[config.mk]
export PLATFORM = sky130hd
export DESIGN_NAME = sd_blk_wr_framer
export DESIGN_NICKNAME = d
export VERILOG_FILES = /design/src/rtl/sdw_pkg.sv /design/src/rtl/sdw_crc_lane.sv /design/src/rtl/sdw_tx_mux.sv /design/src/rtl/sdw_rsp_mon.sv /design/src/rtl/sd_blk_wr_framer.sv
export SDC_FILE = /design/constraint.sdc
export NUM_CORES = 1
export LEC_CHECK = 0
export BUFFER_PORTS_ARGS = -buffer_cell sky130_fd_sc_hd__buf_2
export CAP_MARGIN = 15
export CORE_MARGIN = 2
export CORE_UTILIZATION = 50
export CTS_CLUSTER_SIZE = 16
export DETAILED_ROUTE_END_ITERATION = 16
export GPL_TIMING_DRIVEN = 0
export PLACE_DENSITY = 0.72
export SYNTH_ARGS = -nofsm -noshare
export SYNTH_HDL_FRONTEND = slang
export SYNTH_HIERARCHICAL = 1
export SYNTH_SLANG_ARGS = --single-unit
[constraint.sdc]
create_clock -name clk -period 3 [get_ports clk]
set_input_delay 0.6 -clock clk [delete_from_list [all_inputs] [get_ports clk]]
set_output_delay 0.6 -clock clk [all_outputs]
set_load 0.005 [all_outputs]
[src/rtl/sdw_pkg.sv]
package sdw_pkg;

    localparam int CRC_W = 16;
    localparam logic [CRC_W-1:0] CRC_GEN = 16'h1021;
    localparam logic [2:0] TOKEN_OK = 3'b010;

    // transmit sequencer states
    typedef enum logic [2:0] {
        TX_IDLE,
        TX_SBIT,
        TX_DATA,
        TX_CRC,
        TX_EBIT,
        TX_RESP
    } tx_state_e;

    // response monitor states
    typedef enum logic [2:0] {
        RM_IDLE,
        RM_WAIT,
        RM_TOK,
        RM_TEND,
        RM_BUSY
    } rm_state_e;

    typedef struct packed {
        logic fin;
        logic tok_bad;
        logic tmo;
    } rsp_flags_t;

    function automatic logic [CRC_W-1:0] crc16_next(input logic [CRC_W-1:0] c,
                                                      input logic b);
        logic fb;
        fb = c[CRC_W-1] ^ b;
        return {c[CRC_W-2:0], 1'b0} ^ (fb ? CRC_GEN : '0);
    endfunction

endpackage

[src/rtl/sdw_crc_lane.sv]
module sdw_crc_lane
    import sdw_pkg::*;
(
    input  logic clk,
    input  logic rst,
    input  logic clr,
    input  logic upd,
    input  logic bit_in,
    input  logic shift,
    output logic msb
);
    logic [CRC_W-1:0] crc_q;

    always_ff @(posedge clk) begin
        if (rst || clr) begin
            crc_q <= '0;
        end else if (upd) begin
            crc_q <= crc16_next(crc_q, bit_in);
        end else if (shift) begin
            crc_q <= {crc_q[CRC_W-2:0], 1'b0};
        end
    end

    assign msb = crc_q[CRC_W-1];
endmodule

[src/rtl/sdw_tx_mux.sv]
module sdw_tx_mux #(
    parameter int LEN_W = 10,
    parameter int BIT_W = 13
) (
    input  logic             wide,
    input  logic [BIT_W-1:0] idx,
    input  logic [7:0]       byte_in,
    output logic [LEN_W-1:0] addr,
    output logic [3:0]       bits
);
    logic [3:0] nib;

    always_comb begin
        if (wide) begin
            addr = LEN_W'(idx >> 1);
        end else begin
            addr = LEN_W'(idx >> 3);
        end
        nib = idx[0] ? byte_in[3:0] : byte_in[7:4];
    end

    // lane 0 carries either the serial bit or nibble bit 0; others only in wide mode
    always_comb begin
        bits[0] = wide ? nib[0] : byte_in[3'd7 - idx[2:0]];
    end

    for (genvar g = 1; g < 4; g++) begin : g_lane
        always_comb bits[g] = wide & nib[g];
    end
endmodule

[src/rtl/sdw_rsp_mon.sv]
module sdw_rsp_mon
    import sdw_pkg::*;
#(
    parameter int TMO_W = 16
) (
    input  logic             clk,
    input  logic             rst,
    input  logic             clr,
    input  logic             arm,
    input  logic             dat0,
    input  logic [TMO_W-1:0] limit,
    output rsp_flags_t       flags
);
    rm_state_e        st_q;
    logic [TMO_W-1:0] wcnt_q;
    logic [1:0]       tcnt_q;
    logic [2:0]       tok_q;
    logic             lim_hit;

    assign lim_hit = ({1'b0, wcnt_q} + 1'b1) >= {1'b0, limit};

    always_ff @(posedge clk) begin
        if (rst) begin
            st_q   <= RM_IDLE;
            wcnt_q <= '0;
            tcnt_q <= '0;
            tok_q  <= '0;
            flags  <= '0;
        end else begin
            flags.fin <= 1'b0;
            if (clr) begin
                flags.tok_bad <= 1'b0;
                flags.tmo     <= 1'b0;
            end
            unique case (st_q)
                RM_IDLE: begin
                    if (arm) begin
                        st_q   <= RM_WAIT;
                        wcnt_q <= '0;
                    end
                end
                RM_WAIT: begin
                    if (!dat0) begin
                        st_q   <= RM_TOK;
                        tcnt_q <= '0;
                    end else if (lim_hit) begin
                        st_q      <= RM_IDLE;
                        flags.fin <= 1'b1;
                        flags.tmo <= 1'b1;
                    end else begin
                        wcnt_q <= wcnt_q + 1'b1;
                    end
                end
                RM_TOK: begin
                    tok_q  <= {tok_q[1:0], dat0};
                    tcnt_q <= tcnt_q + 1'b1;
                    if (tcnt_q == 2'd2) st_q <= RM_TEND;
                end
                RM_TEND: begin
                    flags.tok_bad <= (tok_q != TOKEN_OK);
                    st_q          <= RM_BUSY;
                    wcnt_q        <= '0;
                end
                RM_BUSY: begin
                    if (dat0) begin
                        st_q      <= RM_IDLE;
                        flags.fin <= 1'b1;
                    end else if (lim_hit) begin
                        st_q      <= RM_IDLE;
                        flags.fin <= 1'b1;
                        flags.tmo <= 1'b1;
                    end else begin
                        wcnt_q <= wcnt_q + 1'b1;
                    end
                end
                default: st_q <= RM_IDLE;
            endcase
        end
    end
endmodule

[src/rtl/sd_blk_wr_framer.sv]
module sd_blk_wr_framer
    import sdw_pkg::*;
#(
    parameter int MAX_LEN = 512,
    parameter int TMO_W   = 16,
    localparam int LEN_W  = $clog2(MAX_LEN + 1),
    localparam int BIT_W  = $clog2(MAX_LEN * 8 + 1)
) (
    input  logic             clk,
    input  logic             rst,
    input  logic             start,
    input  logic             wide_mode,
    input  logic [LEN_W-1:0] blk_len,
    input  logic [TMO_W-1:0] busy_limit,
    output logic [LEN_W-1:0] buf_addr,
    input  logic [7:0]       buf_data,
    input  logic [3:0]       dat_in,
    output logic [3:0]       dat_out,
    output logic [3:0]       dat_oe,
    output logic             done,
    output logic             crc_err,
    output logic             tmo_err
);
    tx_state_e        st_q;
    logic             wide_q;
    logic [LEN_W-1:0] len_q;
    logic [BIT_W-1:0] cnt_q;
    logic [BIT_W-1:0] nbits;
    logic [3:0]       act;
    logic [3:0]       lane_bits;
    logic [3:0]       crc_msb;
    logic             accept;
    rsp_flags_t       rsp;

    assign accept = (st_q == TX_IDLE) && start;
    assign act    = wide_q ? 4'b1111 : 4'b0001;
    assign nbits  = wide_q ? (BIT_W'(len_q) << 1) : (BIT_W'(len_q) << 3);

    always_ff @(posedge clk) begin
        if (rst) begin
            st_q   <= TX_IDLE;
            wide_q <= 1'b0;
            len_q  <= '0;
            cnt_q  <= '0;
        end else begin
            unique case (st_q)
                TX_IDLE: begin
                    if (start) begin
                        wide_q <= wide_mode;
                        len_q  <= blk_len;
                        cnt_q  <= '0;
                        st_q   <= TX_SBIT;
                    end
                end
                TX_SBIT: st_q <= TX_DATA;
                TX_DATA: begin
                    if (cnt_q == nbits - 1'b1) begin
                        cnt_q <= '0;
                        st_q  <= TX_CRC;
                    end else begin
                        cnt_q <= cnt_q + 1'b1;
                    end
                end
                TX_CRC: begin
                    if (cnt_q == BIT_W'(CRC_W - 1)) begin
                        cnt_q <= '0;
                        st_q  <= TX_EBIT;
                    end else begin
                        cnt_q <= cnt_q + 1'b1;
                    end
                end
                TX_EBIT: st_q <= TX_RESP;
                TX_RESP: if (rsp.fin) st_q <= TX_IDLE;
                default: st_q <= TX_IDLE;
            endcase
        end
    end

    sdw_tx_mux #(
        .LEN_W(LEN_W),
        .BIT_W(BIT_W)
    ) i_mux (
        .wide   (wide_q),
        .idx    (cnt_q),
        .byte_in(buf_data),
        .addr   (buf_addr),
        .bits   (lane_bits)
    );

    for (genvar g = 0; g < 4; g++) begin : g_crc
        sdw_crc_lane i_crc (
            .clk   (clk),
            .rst   (rst),
            .clr   (accept),
            .upd   ((st_q == TX_DATA) && act[g]),
            .bit_in(lane_bits[g]),
            .shift (st_q == TX_CRC),
            .msb   (crc_msb[g])
        );
    end

    always_comb begin
        dat_oe  = 4'b0000;
        dat_out = 4'b1111;
        unique case (st_q)
            TX_SBIT: begin dat_oe = act; dat_out = ~act; end
            TX_DATA: begin dat_oe = act; dat_out = lane_bits | ~act; end
            TX_CRC:  begin dat_oe = act; dat_out = crc_msb | ~act; end
            TX_EBIT: begin dat_oe = act; dat_out = 4'b1111; end
            default: ;
        endcase
    end

    sdw_rsp_mon #(
        .TMO_W(TMO_W)
    ) i_rsp (
        .clk  (clk),
        .rst  (rst),
        .clr  (accept),
        .arm  (st_q == TX_EBIT),
        .dat0 (dat_in[0]),
        .limit(busy_limit),
        .flags(rsp)
    );

    assign done    = rsp.fin;
    assign crc_err = rsp.tok_bad;
    assign tmo_err = rsp.tmo;
endmodule

==> metrics.csv, run 1 <==
metric,value,unit
status,"finished, final reports clean",
share of cells above drive strength 1,0.2307,
internal power,3334,uW
R2R setup slack,0.07,ns
DRT Pass-1 Iters,6,
Final WS setup,0.07049,ns
max cap viols,0,
crit path max fanout,7,
unrepaired setup endpoints after global routing,yes,
Vias,6021,
total wire length,15590,um
CP required,3.33,ns
Yosys top cell area share,0.3492,
Worst Hold End,len_q[5],
Sum Neg Setup Slack,0,ns
CP bufs+invs,1,
Inserted Clock Buffers,17,
Pwr per Cell Area,556.1,mW/mm^2
switching pwr,1211,uW
final hold vios,0,
worst slew pin tran,1.024,ns
clock tree buffer depth,2,
most frequent cell after synthesis,nand2_1,
sequential share of the synthesized area,0.3492,
async set or reset register ratio after synthesis,0,
cell count after synthesis,845,
starting DRC count in detailed routing,429,
"Net Count, Synth",907,
Initial Utilization,0.5109,
Yosys cell types,74,
wire per inst,13.91,um
"Largest stage delay, worst path",0.37,ns
Setup CP Type,reg2reg,
Comb power frac,0.166,
critical path startpoint,i_rsp/wcnt_q[1],
CTS Hold Bufs,0,
Tot GR Track Use,0.2235,
Final Total Pwr,4545,uW
R2R depth,13,
final setup fails,0,
dominant synthesized flop cell,dfxtp_1,
Seq pwr share,0.360,
Clock Pin Slew Worst Setup and Hold Paths,0.05,ns
synth top area cells,"dfxtp_1 35%, nand2_1 12%, a21oi_1 5.8%",
final worst path period share,0.9765,
drt drc,0,
DP HPWL,10600,um
Sw Ratio,0.2664,
Max VDD drop,422.8,uV
Setup crit end kind,flop,
"Largest delay share family, worst path",simple AND/OR/NAND/NOR gates,
Buffers on Ports,58,
GP Congestion,0.8316,
diodes inserted,0,
IO Count,63,
syn_area_per_cell,8.006,um^2
Syn. warnings,6,
initial antenna violation count,0,
Post-synth EDFFs,0,
global-route wire length before repair,26270,um
cell taking the most area after synthesis,dfxtp_1,
area growth from synthesis to layout,20.81,%
min cycle time layout,2.930,ns
Layout fillers,1190,
mapped cell area,0.006765,mm^2
Worst Hold Depth,3,
Hold Crit Class,in2reg,
Worst R2R End,i_rsp/wcnt_q[8],
CTS sink count,118,
H-Tree Depth,4,
hold path startpoint,blk_len[5],
Clk pwr share,0.474,
CTS root buf,clkbuf_16,
Leak Pwr,0.003220,uW
via/cell ratio,5.371,
Peak Freq,0.3414,GHz
Critical Path Slowest Stage Cell,dfxtp_4,
"Slew Viols, Final",0,
# rows,42,
critical path launch point type,flop,
Slew HR,0.3120,
GR Overflow Total,0,
Hold WS,0.4266,ns
vias in the first global route,5591,
maximum number of pins on one net before global-route repair,20,
Post-DRT Antenna Nets,0,
synth cell count leaders,"209 x nand2_1, 118 x dfxtp_1, 78 x a21oi_1",
R2R Path Start,i_rsp/wcnt_q[1],
clk_lat worst skew,0.42,ns
TritonCTS clock tree,built,
fin nets,994,
core area,0.01324,mm^2
Die Span X,120.3,um
synthesis-stage register bit count,118,
Die Y,120.3,um
dpl ws,-0.4613,ns
CP arrival,3.26,ns
Clock Skew,0.009028,ns
Die Area,0.01448,mm^2
CP Cell Sequence,ha_4 -> nand4_1 -> nor3_4 -> nand4_1 -> xnor2_2 -> ha_4 -> nand3_4 -> o211ai_1 -> nor2_1 -> and3_4 -> a21oi_4 -> clkbuf_16 -> mux2i_2,
## stage by stage
stage / instances / utilization / area, um^2
floorplan: 845 / - / 6777
global placement: 1079 / 0.5503 / 7287
detailed placement: 1079 / 0.5503 / 7287
CTS: 1117 / 0.6083 / 8055
global route: 1121 / 0.6172 / 8173
finish: 1121 / 0.6172 / 8173
## flip-flops by register name, summed over array words and instances, names as in the netlist
name,cells
i_rsp/tok_q,3
st_q,3
i_rsp/st_q,3
i_rsp/wcnt_q,16
wide_q,1
g_crc.i_crc/crc_q,64
len_q,10
i_rsp/tcnt_q,2
cnt_q,13
i_rsp/flags,3
## power by group through the flow
stage          sequential (uW)  combinational (uW)  clock, uW
2_1_floorplan             1660                 565          0
3_3_place_gp              1670                 724          0
3_5_place_dp              1670                 729          0
4_1_cts                   1630                 748       2180
5_1_grt                   1640                 833       2260
6_report                  1640                 755       2150
## metal layers
metal / routed length (um) / vias to the layer above / track usage
met3: 555 / 19 / 0.05377
li1: - / 3097 / -
met2: 7481 / 107 / 0.3775
met1: 7341 / 2798 / 0.2827
met5: 0 / - / 0
met4: 210 / 0 / 0.06831
## layout make-up
type,instances,area (um^2),area share
multi-input cells,641,4079,0.4991
inverters,30,112.6,0.01378
flip-flops and latches,118,2382,0.2915
repair buffers,71,412.9,0.05052
clock buffers,20,456.7,0.05588
plain buffers,53,335.3,0.04103
well taps,176,220.2,0.02694
clock inverters,12,173.9,0.02128
## cell families (layout without fill, tap and decap cells)
logic type               count (synthesis)  after routing  synth area share
AND/OR/NAND/NOR                        368            368            0.2561
AO/OA/AOI/OAI                          173            173            0.1735
buffers and inverters                   86            186           0.06899
flip-flops                             118            118            0.3492
XOR/XNOR                                38             38           0.04920
multiplexers                            42             42           0.06603
adder cells (fa/ha/maj)                 20             20           0.03699
## worst register-to-register path: cells and delay by family, from the launching register on
kind                     cells  cell delay, ns
AO/OA/AOI/OAI                2            0.40
adder cells (fa/ha/maj)      2            0.43
XOR/XNOR                     1            0.21
multiplexers                 1            0.21
flip-flops                   1            0.37
AND/OR/NAND/NOR              6            1.03
buffers and inverters        1            0.20
## placed cells by master (no fill, tap or decap), types with 11 or more instances in the layout
| cell type | n |
|---|---|
| a211oi_1 | 11 |
| a21oi_1 | 78 |
| buf_2 | 69 |
| buf_4 | 21 |
| clkbuf_1 | 21 |
| clkbuf_16 | 18 |
| dfxtp_1 | 108 |
| ha_1 | 17 |
| inv_1 | 29 |
| mux2_2 | 11 |
| mux2i_1 | 29 |
| nand2_1 | 207 |
| nand3_1 | 21 |
| nor2_1 | 35 |
| nor2_2 | 12 |
| o21ai_0 | 17 |
| xnor2_1 | 24 |
| xor2_1 | 11 |
## worst max-delay path by stage
stage                                   to  depth (start not counted)
after global routing       i_rsp/wcnt_q[8]                         13
final                      i_rsp/wcnt_q[8]                         13
after CTS                  i_rsp/wcnt_q[3]                         14
after detailed placement  i_rsp/wcnt_q[15]                         14
after floorplan           i_rsp/wcnt_q[10]                         14
after global placement     i_rsp/wcnt_q[8]                         14
## repair_timing
action / CTS / global route
endpoints found under the setup margin: 29 / 30
gates cloned: 1 / 0
endpoints found under the hold margin: 0 / 0
gates resized for setup: 21 / 17
setup buffers: 6 / 6
pin swaps: 8 / 13
Note: power is estimated with default switching activity, not from simulation.
==> run 2: changes to the inputs <==
--- a/config.mk
+++ b/config.mk
@@ -13,6 +13,7 @@
 export DETAILED_ROUTE_END_ITERATION = 16
 export GPL_TIMING_DRIVEN = 0
 export PLACE_DENSITY = 0.72
+export REMOVE_ABC_BUFFERS = 1
 export SYNTH_ARGS = -nofsm -noshare
 export SYNTH_HDL_FRONTEND = slang
 export SYNTH_HIERARCHICAL = 1
==> run 2 against run 1 <==
Global-route usage fell by 2.1 points. Setup slack improved by 0.069 ns. Non-clock buffer count fell by 56. Clock skew rose by 0.00059 ns. Register-to-register slack improved by 0.07 ns. Sequential share of layout area rose by 1.6 points. Critical path depth rose by 1.
==> metrics.csv, run 2 (synthesis results as in run 1) <==
metric,value,unit
Slew HR,0.3595,
Die Area,0.01448,mm^2
Reg with most FFs,g_crc.i_crc/crc_q,
initial antenna violation count,0,
final setup fails,0,
core area,0.01324,mm^2
CTS root buf,clkbuf_16,
Initial Utilization,0.5109,
Hold WS,0.4186,ns
Leak Pwr,0.002994,uW
Setup crit end kind,flop,
placed cell areas,0.006944,mm^2
GP Congestion,0.8301,
Peak Freq,0.3496,GHz
max cap viols,0,
DRT Pass-1 Iters,5,
CTS sink count,118,
wire per inst,13.35,um
# rows,42,
GR Overflow Total,0,
maximum number of pins on one net before global-route repair,46,
CP arrival,3.19,ns
worst slew pin tran,0.9572,ns
R2R Path Start,i_rsp/wcnt_q[0],
Hold Crit Class,in2reg,
Sum Neg Setup Slack,0,ns
fin area,0.007760,mm^2
TritonCTS clock tree,built,
CP endpoint,i_rsp/wcnt_q[1],
H-Tree Depth,4,
crit path max fanout,8,
max reg flops,64,
CP required,3.33,ns
Worst R2R End,i_rsp/wcnt_q[1],
critical path launch point type,flop,
final hold vios,0,
Clock Pin Slew Worst Setup and Hold Paths,0.06,ns
vias in the first global route,5363,
"Slew Viols, Final",0,
Die Span X,120.3,um
"commonest non-fill, non-tap cell in the layout",nand2_1,
R2R depth,14,
min cycle time layout,2.861,ns
DP HPWL,9310,um
drt drc,0,
fin nets,938,
clock tree buffer depth,2,
unrepaired setup endpoints after global routing,yes,
via/cell ratio,5.417,
status,"finished, final reports clean",
IO Count,63,
total wire length,14220,um
starting DRC count in detailed routing,343,
Tot GR Track Use,0.2029,
global-route wire length before repair,24130,um
share of cells above drive strength 1,0.1991,
clk_lat worst skew,0.42,ns
Buffers on Ports,59,
Max VDD drop,414.6,uV
most frequent cells in the layout,"208 x nand2_1, 109 x dfxtp_1, 78 x a21oi_1, 59 x buf_2, 35 x nor2_1",
Vias,5769,
area growth from synthesis to layout,14.70,%
final worst path period share,0.9535,
Worst Hold Depth,3,
Die Y,120.3,um
Clock Skew,0.009620,ns
diodes inserted,0,
Setup CP Type,reg2reg,
R2R setup slack,0.14,ns
Layout fillers,1220,
Pwr per Cell Area,584.3,mW/mm^2
biggest regs,"g_crc.i_crc/crc_q: 64 flops, i_rsp/wcnt_q: 16 flops, cnt_q: 13 flops",
Final Total Pwr,4534,uW
Post-DRT Antenna Nets,0,
Inserted Clock Buffers,17,
critical path startpoint,i_rsp/wcnt_q[0],
[run 2: changes by cell type in the layout (fill, tap and decap cells not counted), moves of 3 or more]
cell,change
buf_6,-7
clkinv_4,+3
clkbuf_1,-21
clkinvlp_4,-3
xnor2_2,-3
buf_2,-10
buf_4,-15
xnor2_1,+3
[run 2: cell type report]
type / instances / area, um^2 / area share
multi-input combinational: 641 / 4010 / 0.5168
timing repair buffer: 68 / 382.9 / 0.04934
clock inverter: 15 / 225.2 / 0.02902
clock buffer: 17 / 425.4 / 0.05482
tap: 176 / 220.2 / 0.02838
inverter: 30 / 112.6 / 0.01451
sequential: 118 / 2384 / 0.3072
[run 2: power breakdown]
part / internal, uW / switching (uW) / total, uW / leakage (uW)
Combinational: 238 / 372 / 610 / 0.00172
Clock: 1480 / 758 / 2240 / 0.000318
Sequential: 1600 / 85.5 / 1690 / 0.000958
[run 2: per-layer routing]
layer | global-route usage | share of wire
met1 | 0.2531 | 0.46
met2 | 0.3391 | 0.50
met3 | 0.04670 | 0.035
met4 | 0.08140 | 0.014
met5 | 0 | 0
[run 2: how the worst min path moves through the flow]
stage | from | end | slack, ns
floorplan | g_crc[0].i_crc/crc_q[10] | g_crc[0].i_crc/crc_q[10] | 0.43
global placement | g_crc[2].i_crc/crc_q[10] | g_crc[2].i_crc/crc_q[10] | 0.44
detailed placement | g_crc[1].i_crc/crc_q[14] | g_crc[1].i_crc/crc_q[14] | 0.44
CTS | wide_mode | wide_q | 0.40
global route | blk_len[8] | len_q[8] | 0.41
finish | blk_len[0] | len_q[0] | 0.42
[run 2: repair_timing]
item	in CTS	in global routing
hold buffers	0	0
setup endpoints to repair	74	57
setup buffers	5	3
cloned	0	0
resized for setup	8	17
pin swaps	3	6
[run 2: metrics by stage]
step           setup WS [ns]  utilization  instances
3_5_place_dp         -0.6668       0.5244       1025
3_3_place_gp         -0.6653       0.5231       1024
6_report              0.1395       0.5860       1065
4_1_cts              0.03417       0.5796       1062
2_1_floorplan       -0.06731            -        789
5_1_grt             -0.02309       0.5860       1065
[run 2: critical path, stage by stage, from the launching register on]
cell and delay (ns):
dfxtp_4 0.38, ha_4 0.17, nand4_1 0.13, nor3_2 0.20
buf_4 0.15, nand2_1 0.06, xnor2_1 0.16, ha_1 0.33
nand2_2 0.09, nor3_4 0.24, buf_4 0.16, a31oi_4 0.09
a21oi_4 0.26, buf_12 0.16, mux2i_1 0.19
